### src/rtl/irq_pkg.sv
package irq_pkg;

  localparam int NUM_SRC  = 8;
  localparam int NUM_MODE = 2;

  typedef enum logic [1:0] {
    CFG_ENA  = 2'd0,
    CFG_PRI  = 2'd1,
    CFG_POL  = 2'd2,
    CFG_MODE = 2'd3
  } cfg_addr_e;

  // Source slot of each external pin in the fixed arbitration order.
  function automatic int ext_src_idx(int g);
    case (g)
      0:       return 0;
      1:       return 2;
      default: return 6;
    endcase
  endfunction

endpackage

### src/rtl/irq_pin_cond.sv
module irq_pin_cond #(
  parameter int SYNC_STAGES = 2
) (
  input  logic clk,
  input  logic rst_n,
  input  logic pin,
  input  logic pol,
  output logic act,
  output logic edge_hit
);

  logic [SYNC_STAGES-1:0] sync_q, sync_nxt;
  logic                   prev_q;
  logic                   raw;

  generate
    if (SYNC_STAGES == 1) begin : g_one
      always_comb sync_nxt = pin;
    end else begin : g_many
      always_comb sync_nxt = {sync_q[SYNC_STAGES-2:0], pin};
    end
  endgenerate

  assign raw = sync_q[SYNC_STAGES-1];

  // The previous raw sample is judged under the current polarity, so a
  // polarity write alone never looks like an edge.
  assign act      = pol ? raw : ~raw;
  assign edge_hit = act & ~(pol ? prev_q : ~prev_q);

  always_ff @(posedge clk or negedge rst_n) begin
    if (!rst_n) begin
      sync_q <= '1;
      prev_q <= 1'b1;
    end else begin
      sync_q <= sync_nxt;
      prev_q <= raw;
    end
  end

endmodule

### src/rtl/irq_pick.sv
module irq_pick #(
  parameter int N = 8,
  localparam int IW = $clog2(N)
) (
  input  logic [N-1:0]  req,
  output logic          found,
  output logic [IW-1:0] idx
);

  always_comb begin
    found = |req;
    idx   = '0;
    for (int i = N - 1; i >= 0; i--) begin
      if (req[i]) idx = IW'(i);
    end
  end

endmodule

### src/rtl/irq_arbiter.sv
module irq_arbiter
  import irq_pkg::*;
#(
  parameter int NUM_EXT     = 3,
  parameter int SYNC_STAGES = 2,
  parameter int VEC_BASE    = 3,
  parameter int VEC_STRIDE  = 8,
  parameter int VEC_W       = 8,
  parameter int CFG_W       = 8
) (
  input  logic                clk,
  input  logic                rst_n,
  input  logic                cfg_we,
  input  logic [1:0]          cfg_addr,
  input  logic [CFG_W-1:0]    cfg_wdata,
  input  logic [NUM_EXT-1:0]  ext_pin,
  input  logic                tmr0_req,
  input  logic                tmr1_req,
  input  logic                tmr2_req,
  input  logic                ser_req,
  input  logic                hdlc_req,
  input  logic                hdlc_irq_en,
  input  logic                irq_ack,
  input  logic                irq_ret,
  output logic                irq_req,
  output logic [VEC_W-1:0]    irq_vector,
  output logic [NUM_SRC-1:0]  src_ack,
  output logic [NUM_EXT-1:0]  ext_pend
);

  localparam int IDX_W = $clog2(NUM_SRC);

  logic [CFG_W-1:0]    ena_q, ena_nxt, pri_q, pri_nxt;
  logic [NUM_EXT-1:0]  pol_q, pol_nxt;
  logic [NUM_MODE-1:0] mode_q, mode_nxt;
  logic [NUM_EXT-1:0]  pend_q, pend_nxt;
  logic                ins_hi_q, ins_hi_nxt, ins_lo_q, ins_lo_nxt;

  logic [NUM_EXT-1:0]  act, edge_hit, edge_mode, ext_req;
  logic [NUM_SRC-1:0]  req_raw, mask, elig;
  logic                hi_found, lo_found, win_hi, take;
  logic [IDX_W-1:0]    hi_idx, lo_idx, win_idx;

  // Pin conditioning, one instance per external pin.
  genvar g;
  generate
    for (g = 0; g < NUM_EXT; g++) begin : g_pin
      irq_pin_cond #(.SYNC_STAGES(SYNC_STAGES)) u_cond (
        .clk      (clk),
        .rst_n    (rst_n),
        .pin      (ext_pin[g]),
        .pol      (pol_q[g]),
        .act      (act[g]),
        .edge_hit (edge_hit[g])
      );
    end
  endgenerate

  // Pins without a mode bit are always edge-sensed.
  assign edge_mode = {{(NUM_EXT-NUM_MODE){1'b1}}, mode_q};
  assign ext_req   = (edge_mode & pend_q) | (~edge_mode & act);

  assign req_raw = {hdlc_req, ext_req[2], tmr2_req, ser_req,
                    tmr1_req, ext_req[1], tmr0_req, ext_req[0]};
  assign mask    = {hdlc_irq_en, ena_q[NUM_SRC-2:0]} & {NUM_SRC{ena_q[CFG_W-1]}};
  assign elig    = req_raw & mask;

  irq_pick #(.N(NUM_SRC)) u_pick_hi (
    .req   (elig & pri_q[NUM_SRC-1:0]),
    .found (hi_found),
    .idx   (hi_idx)
  );

  irq_pick #(.N(NUM_SRC)) u_pick_lo (
    .req   (elig & ~pri_q[NUM_SRC-1:0]),
    .found (lo_found),
    .idx   (lo_idx)
  );

  // Winner selection against the open service levels.
  always_comb begin
    irq_req = 1'b0;
    win_hi  = 1'b0;
    win_idx = lo_idx;
    if (!ins_hi_q) begin
      if (hi_found) begin
        irq_req = 1'b1;
        win_hi  = 1'b1;
        win_idx = hi_idx;
      end else if (lo_found && !ins_lo_q) begin
        irq_req = 1'b1;
      end
    end
  end

  assign irq_vector = VEC_W'(VEC_BASE + VEC_STRIDE * int'(win_idx));
  assign take       = irq_req & irq_ack;
  assign src_ack    = take ? (NUM_SRC'(1) << win_idx) : '0;
  assign ext_pend   = pend_q;

  // Next state: configuration, pending flags, service levels.
  always_comb begin
    ena_nxt  = ena_q;
    pri_nxt  = pri_q;
    pol_nxt  = pol_q;
    mode_nxt = mode_q;
    if (cfg_we) begin
      case (cfg_addr_e'(cfg_addr))
        CFG_ENA:  ena_nxt  = cfg_wdata;
        CFG_PRI:  pri_nxt  = cfg_wdata;
        CFG_POL:  pol_nxt  = cfg_wdata[NUM_EXT-1:0];
        default:  mode_nxt = cfg_wdata[NUM_MODE-1:0];
      endcase
    end

    pend_nxt = pend_q;
    for (int i = 0; i < NUM_EXT; i++) begin
      if (take && (win_idx == IDX_W'(ext_src_idx(i)))) pend_nxt[i] = 1'b0;
      if (edge_hit[i])                                 pend_nxt[i] = 1'b1;
      if (!edge_mode[i])                               pend_nxt[i] = 1'b0;
    end

    ins_hi_nxt = ins_hi_q;
    ins_lo_nxt = ins_lo_q;
    if (take) begin
      if (win_hi) ins_hi_nxt = 1'b1;
      else        ins_lo_nxt = 1'b1;
    end else if (irq_ret) begin
      if (ins_hi_q) ins_hi_nxt = 1'b0;
      else          ins_lo_nxt = 1'b0;
    end
  end

  always_ff @(posedge clk or negedge rst_n) begin
    if (!rst_n) begin
      ena_q    <= '0;
      pri_q    <= '0;
      pol_q    <= '0;
      mode_q   <= '0;
      pend_q   <= '0;
      ins_hi_q <= 1'b0;
      ins_lo_q <= 1'b0;
    end else begin
      ena_q    <= ena_nxt;
      pri_q    <= pri_nxt;
      pol_q    <= pol_nxt;
      mode_q   <= mode_nxt;
      pend_q   <= pend_nxt;
      ins_hi_q <= ins_hi_nxt;
      ins_lo_q <= ins_lo_nxt;
    end
  end

endmodule

### config.mk
export PLATFORM = sky130hd
export DESIGN_NAME = irq_arbiter
export DESIGN_NICKNAME = d
export VERILOG_FILES = /design/src/rtl/irq_pkg.sv /design/src/rtl/irq_pin_cond.sv /design/src/rtl/irq_pick.sv /design/src/rtl/irq_arbiter.sv
export SDC_FILE = /design/constraint.sdc
export NUM_CORES = 1
export LEC_CHECK = 0
export CAP_MARGIN = 20
export CELL_PAD_IN_SITES_DETAIL_PLACEMENT = 1
export CELL_PAD_IN_SITES_GLOBAL_PLACEMENT = 2
export CORE_MARGIN = 2
export CORE_UTILIZATION = 34
export DETAILED_ROUTE_END_ITERATION = 10
export PLACE_DENSITY = 0.85
export SLEW_MARGIN = 0
export SYNTH_ARGS = -nofsm -noshare
export SYNTH_HDL_FRONTEND = slang
export SYNTH_SLANG_ARGS = --single-unit
### constraint.sdc
create_clock -name clk -period 3.92 [get_ports clk]
set_clock_uncertainty 0.2 [all_clocks]
set_input_delay 0.392 -clock clk [delete_from_list [all_inputs] [get_ports clk]]
set_output_delay 0.392 -clock clk [all_outputs]
set_load 0.005 [all_outputs]
; ---- Word-level counts from Yosys, hierarchy flattened
; Cells that the tools add are included.
; W data, S select, Z words.
[totals]
reg_bits = 35
in_bits = 24
elab_cells = 112
[op_classes]
add_sub_neg = 1
n_eq_ne = 9
n_shift = 1
muxes = 45
bitwise = 23
reduce_logical = 18
[op_table]
columns = op, count
row1 = $mux W3, 18
row2 = $and A8 B8 Y8, 4
row3 = $mux W1, 26
row4 = $reduce_or A8 Y1, 2
row5 = $not A1 Y1, 10
row6 = $reduce_and A2 Y1, 5
row7 = $mux W8, 1
row8 = $not A8 Y8, 1
row9 = $shl A1 B3 Y8 const A, 1
row10 = $add A2 B6 Y7 const A, 1
row11 = $and A3 B3 Y3, 2
row12 = $ne A3 B1 Y1 const B, 2
row13 = $and A1 B1 Y1, 4
row14 = $logic_and A1 B1 Y1, 4
row15 = $ne A2 B2 Y1 const B, 2
row16 = $reduce_bool A2 Y1, 2
row17 = $eq A3 B2 Y1 const B, 1
row18 = $eq A3 B3 Y1 const B, 1
row19 = $logic_not A3 Y1, 1
row20 = $not A3 Y3, 1
row21 = $or A3 B3 Y3, 1
row22 = $reduce_and A3 Y1, 1
row23 = $reduce_or A3 Y1, 1
row24 = $eq A2 B1 Y1 const B, 1
row25 = other kinds (4), 4

; ---- Logic depth before layout (Yosys ltp)
[logic_depth]
ltp_word = 21
depth_mapped = 10

; ---- Modules after synthesis
; A second synthesis with hierarchy kept.
[hier_totals]
hier_cells = 182
area_unflattened_um2 = 1911.8
[modules_own_cells]
columns = mod, n_inst, cells_each, area_each_um2
row1 = irq_arbiter, 1, 135, 1418.9
row2 = irq_pin_cond, 3, 7, 110.1
row3 = irq_pick, 2, 13, 81.3

; ---- Least setup slack after synthesis
; OpenSTA, ideal clock, no wires.
[synth_timing]
kind = flip-flop to output port
from = register g_pin[0].u_cond.sync_q[1]
to = output src_ack[6]
arrival_time_ps = 2078
required_time_ps = 3328
path_slack_ps = 1250
stages_incl_launch_ff = 7
path_buffers = 0
path_cell_list = dfstp_2 -> xor2_1 -> o22ai_1 -> a41o_2 -> o31ai_4 -> mux2i_1 -> and4_1
[synth_between]
elab_chain_cells = 13
word_cells_on_any_way = 20
cone_classes = 1 x shift / 9 x mux / 7 x bitwise / 3 x reduce/logical
[synth_lines]
columns = item, line
row1 = from (decl), irq_pin_cond.sv:12  ; logic [SYNC_STAGES-1:0] sync_q, sync_nxt;
row2 = from (signal assigned), irq_pin_cond.sv:36  ; sync_q <= sync_nxt;
row3 = $not A1 Y1, irq_pin_cond.sv:28  ; assign act = pol ? raw : ~raw;
row4 = $mux W1 *, irq_pin_cond.sv:28
row5 = $and A3 B3 Y3 *, irq_arbiter.sv:61  ; assign ext_req = (edge_mode & pend_q) | (~edge_mode & act);
row6 = $or A3 B3 Y3 *, irq_arbiter.sv:61
row7 = $and A8 B8 Y8 *, irq_arbiter.sv:66  ; assign elig = req_raw & mask;
row8 = $and A8 B8 Y8, irq_arbiter.sv:75  ; .req (elig & ~pri_q[NUM_SRC-1:0]),
row9 = $reduce_or A8 Y1, irq_pick.sv:11  ; found = |req;
row10 = $logic_and A1 B1 Y1, irq_arbiter.sv:90  ; end else if (lo_found && !ins_lo_q) begin
row11 = $mux W1, irq_arbiter.sv:90
row12 = $mux W1, irq_arbiter.sv:86  ; if (hi_found) begin
row13 = $mux W1, irq_arbiter.sv:85  ; if (!ins_hi_q) begin
row14 = $and A1 B1 Y1, irq_arbiter.sv:97  ; assign take = irq_req & irq_ack;
row15 = $mux W8 *, irq_arbiter.sv:98  ; assign src_ack = take ? (NUM_SRC'(1) << win_idx) : '0;
row16 = to (decl), irq_arbiter.sv:27  ; output logic [NUM_SRC-1:0] src_ack,
; Every way passes the cells marked *; elsewhere a longest branch is shown, timed or not.

; ---- Worst setup path after layout
[layout_timing]
from = register ena_q[7]
to = output src_ack[6]
[layout_between]
elab_chain_cells = 15
word_cells_on_any_way = 31
cone_classes = 1 x shift / 22 x mux / 5 x bitwise / 3 x reduce/logical
[layout_lines]
columns = item, line
row1 = from (decl), irq_arbiter.sv:33  ; logic [CFG_W-1:0] ena_q, ena_nxt, pri_q, pri_nxt;
row2 = from (signal assigned), irq_arbiter.sv:144  ; ena_q <= ena_nxt;
row3 = $and A8 B8 Y8 *, irq_arbiter.sv:65  ; assign mask = {hdlc_irq_en, ena_q[NUM_SRC-2:0]} & {NUM_SRC{ena_q[CFG_W-1]}};
row4 = $and A8 B8 Y8 *, irq_arbiter.sv:66
row5 = $and A8 B8 Y8 (on tied branches), "irq_arbiter.sv:75, irq_arbiter.sv:69"
row6 = $mux W3 (8 in series), irq_pick.sv:14  ; if (req[i]) idx = IW'(i);
row7 = $mux W3, irq_arbiter.sv:86
row8 = $mux W3, irq_arbiter.sv:85
row9 = $shl A1 B3 Y8, irq_arbiter.sv:98
row10 = $mux W8 *, irq_arbiter.sv:98
; Marks and branches as above.

==> results.md <==
* Reg2Reg Depth at 6
* Core Box Area at 0.00551 mm^2
* Post-DP HPWL at 3400 um
* CTS H-tree lvls at 2
* Vias at 1531
* Clock transition at the registers of the reported paths at 70 ps
* Pwr dens at 513 mW/mm^2
* Post-Synthesis Cell Area at 0.00194 mm^2
* Required time at the worst-slack endpoint at 3330 ps
* Unrepaired setup endpoints after global routing: false
* CP arrival at 3100 ps
* Rel. slew slack at 61.0%
* Layout Nets at 239
* Final Critical Period at 3690 ps
* Leakage at 1.00 nW
* GP Congestion at 0.799
* Ys Warns at 0
* First-pass GRT wire length at 7530 um
* Slew Viols, Final at 0
* Reg-to-reg startpoint: ena_q[7]$_DFFE_PN0P_
* Number of global-route vias before repair at 1598
* Worst-Margin Slew at 586 ps
* Post-CTS Setup Bufs at 0
* Initial antenna violation count at 0
* Prevailing post-synth register cell: dfrtp_1
* Die area at 0.00634 mm^2
* Chip Width at 79.6 um
* Leading area contributor after synthesis: dfrtp_1
* Routed wire length per instance at 15.8 um
* Largest cells by area after synthesis: dfrtp_1 (33%), dfstp_2 (12%), mux2_2 (12%)
* Hold Path Depth at 0
* Pin count of the biggest net entering global routing at 36
* DR iter-0 viols at 44
* Status: complete, no violations
* Cts bufs inserted at 5
* Crit Path Max Fanout at 21
* Mean Syn Cell Area at 11.3 um^2
* Worst hold path type: flip-flop to flip-flop
* Setup_tns at 0 ps
* Number of diodes at 0
* GRT Residual Overflow at 0
* Maximum VDD drop at 0.295 mV
* # hold bufs at CTS at 0
* TritonRoute pass-1 iters at 4
* Sink Count at 35
* Synth top area share at 33.5%
* Area after DPL at 0.00239 mm^2
* Row Count at 27
* Reg2reg end: ext_pend[2]$_DFFE_PN0P_
* Clock Tree Root: clkbuf_8
* Final setup fails at 0
* Die span in y at 79.6 um
* Number of synthesized flops with an enable pin at 0
* Cell with the most instances after synthesis: dfrtp_1
* Final instance area at 0.00251 mm^2
* Starting Density at 35.3%
* Final worst path period share at 94.2%
* Crit path launch type: flip-flop
* Sequential area share after synthesis at 45.7%
* Area Growth Syn to Fin at 29.4%
* Worst Hold Endpoint: g_pin[2].u_cond.sync_q[1]$_DFF_PN1_
* DRC Markers at 0
* Hold Vio Cnt, Final at 0
* Synth cell types at 56
* Clock latency at the later pin of the worst-skew pair at 290 ps
* Drt via density at 5.32
* Total Wirelength at 4560 um
* Post-Synthesis Cells at 172
* CP Class: flip-flop to output pin
* Port Buffers at 38
* CTS tree: done
* Async SR Flop Fraction at 100%
* Ratio of cells with drive above 1 in the final layout at 27.3%
* Antenna Nets Post-Route at 0
* # IOs at 44
* Global Route Usage Sum at 15.5%
* Synthesized flop and latch total at 35
* CTS Buffer Depth at 2
* Beginning of the worst hold path: g_pin[2].u_cond.sync_q[0]$_DFF_PN1_
* Type of destination of the critical path: output pin
* Top post-synthesis cells by count: dfrtp_1 (26), mux2_2 (21), nor2_1 (14)
* Highest Clock Rate at 0.271 GHz
* R2R setup slack at 1190 ps
* Max-cap violations at 0
## through the flow
| stage | std cells | setup slack (ps) | util (%) | hold slack, ps | power (mW) |
|---|---|---|---|---|---|
| final | 288 | 228 | 45.7 | 160 | 1.29 |
| after global routing | 288 | 63.1 | 45.7 | 163 | 1.37 |
| after CTS | 288 | 82.9 | 45.4 | 161 | 1.29 |
| after detailed placement | 280 | 425 | 43.3 | 150 | 0.943 |
| after global placement | 280 | 367 | 43.3 | 146 | 0.933 |
| after floorplan | 175 | 1250 | - | -104 | 0.770 |
## worst max-delay path, cell delays in order, from the launching register on
cell and delay [ps]:
dfrtp_1 600, and4b_1 360, or4_4 580, o41ai_4 340, a21oi_1 170, and4_1 300
clkdlybuf4s50_1 460
## sequential cells by signal (all words and copies together), names as in the netlist
| name | cells |
|---|---|
| g_pin.u_cond.prev_q | 3 |
| ena_q | 8 |
| mode_q | 2 |
| g_pin.u_cond.sync_q | 6 |
| ins_hi_q | 1 |
| pri_q | 8 |
| ins_lo_q | 1 |
| pol_q | 3 |
| ext_pend | 3 |
## routing by layer
metal | GRT usage (%) | wire length [um]
met2 | 26.3 | 2240
met1 | 18.5 | 2050
met5 | 0 | 0
met4 | 7.07 | 106
met3 | 3.62 | 165
## cell families (layout without fill, tap and decap cells)
group,count (synthesis),in the layout,synth area share [%]
DFF,35,35,45.7
muxes,22,22,12.7
other,2,5,0.386
AOI/OAI and AO/OA,35,35,15.8
xor gates and xnor gates,2,2,0.902
and+or+nand+nor,62,62,20.5
buffers and inverters,14,55,4.12
## worst max-delay path by stage
stage / start / endpoint / slack (ps) / cells past startpoint
floorplan: g_pin[0].u_cond.sync_q[1]$_DFF_PN1_ / src_ack[6] / 1250 / 6
global placement: g_pin[0].u_cond.sync_q[1]$_DFF_PN1_ / src_ack[6] / 370 / 7
detailed placement: ena_q[7]$_DFFE_PN0P_ / src_ack[6] / 430 / 7
CTS: ena_q[7]$_DFFE_PN0P_ / src_ack[6] / 80 / 7
global route: ena_q[7]$_DFFE_PN0P_ / src_ack[6] / 60 / 7
finish: ena_q[7]$_DFFE_PN0P_ / src_ack[6] / 230 / 6
## placed cells by master, fill, tap and decap left out, drive strengths merged, types with 2 or more instances in the layout
cell type | netlist | final
clkbuf | 0 | 5
nand3 | 2 | 2
dfrtp | 26 | 26
o22a | 2 | 2
conb | 2 | 5
nand2 | 11 | 11
nor3b | 3 | 3
and4 | 2 | 2
a31oi | 2 | 2
nor2 | 14 | 14
nand4b | 3 | 3
nor3 | 2 | 2
nand3b | 3 | 3
mux2 | 21 | 21
and4b | 4 | 4
nand2b | 3 | 3
clkdlybuf4s50 | 0 | 38
inv | 7 | 8
o22ai | 2 | 2
a21oi | 5 | 5
o21ai | 10 | 10
and3 | 2 | 2
o21a | 2 | 2
dfstp | 9 | 9
nand4 | 8 | 8
buf | 7 | 2
## layout make-up
class,instances,area [um^2]
fillers,614,2990
clock inverters,3,47.5
repair buffers,40,395
inverters,7,26.3
flip-flops and latches,35,887
well taps,72,90.1
multi-input cells,126,1000
clock buffers,5,68.8
## what timing repair did
item | CTS | global route
gates resized for setup | 0 | 2
endpoints found under the setup margin | 0 | 1
endpoints found under the hold margin | 0 | 0
## report_power, final
part           total [mW]  switching, mW  internal (mW)
registers           0.493         0.0676          0.425
logic               0.456          0.212          0.244
clock network       0.341          0.148          0.193
Note: power is estimated with default switching activity, not from simulation.
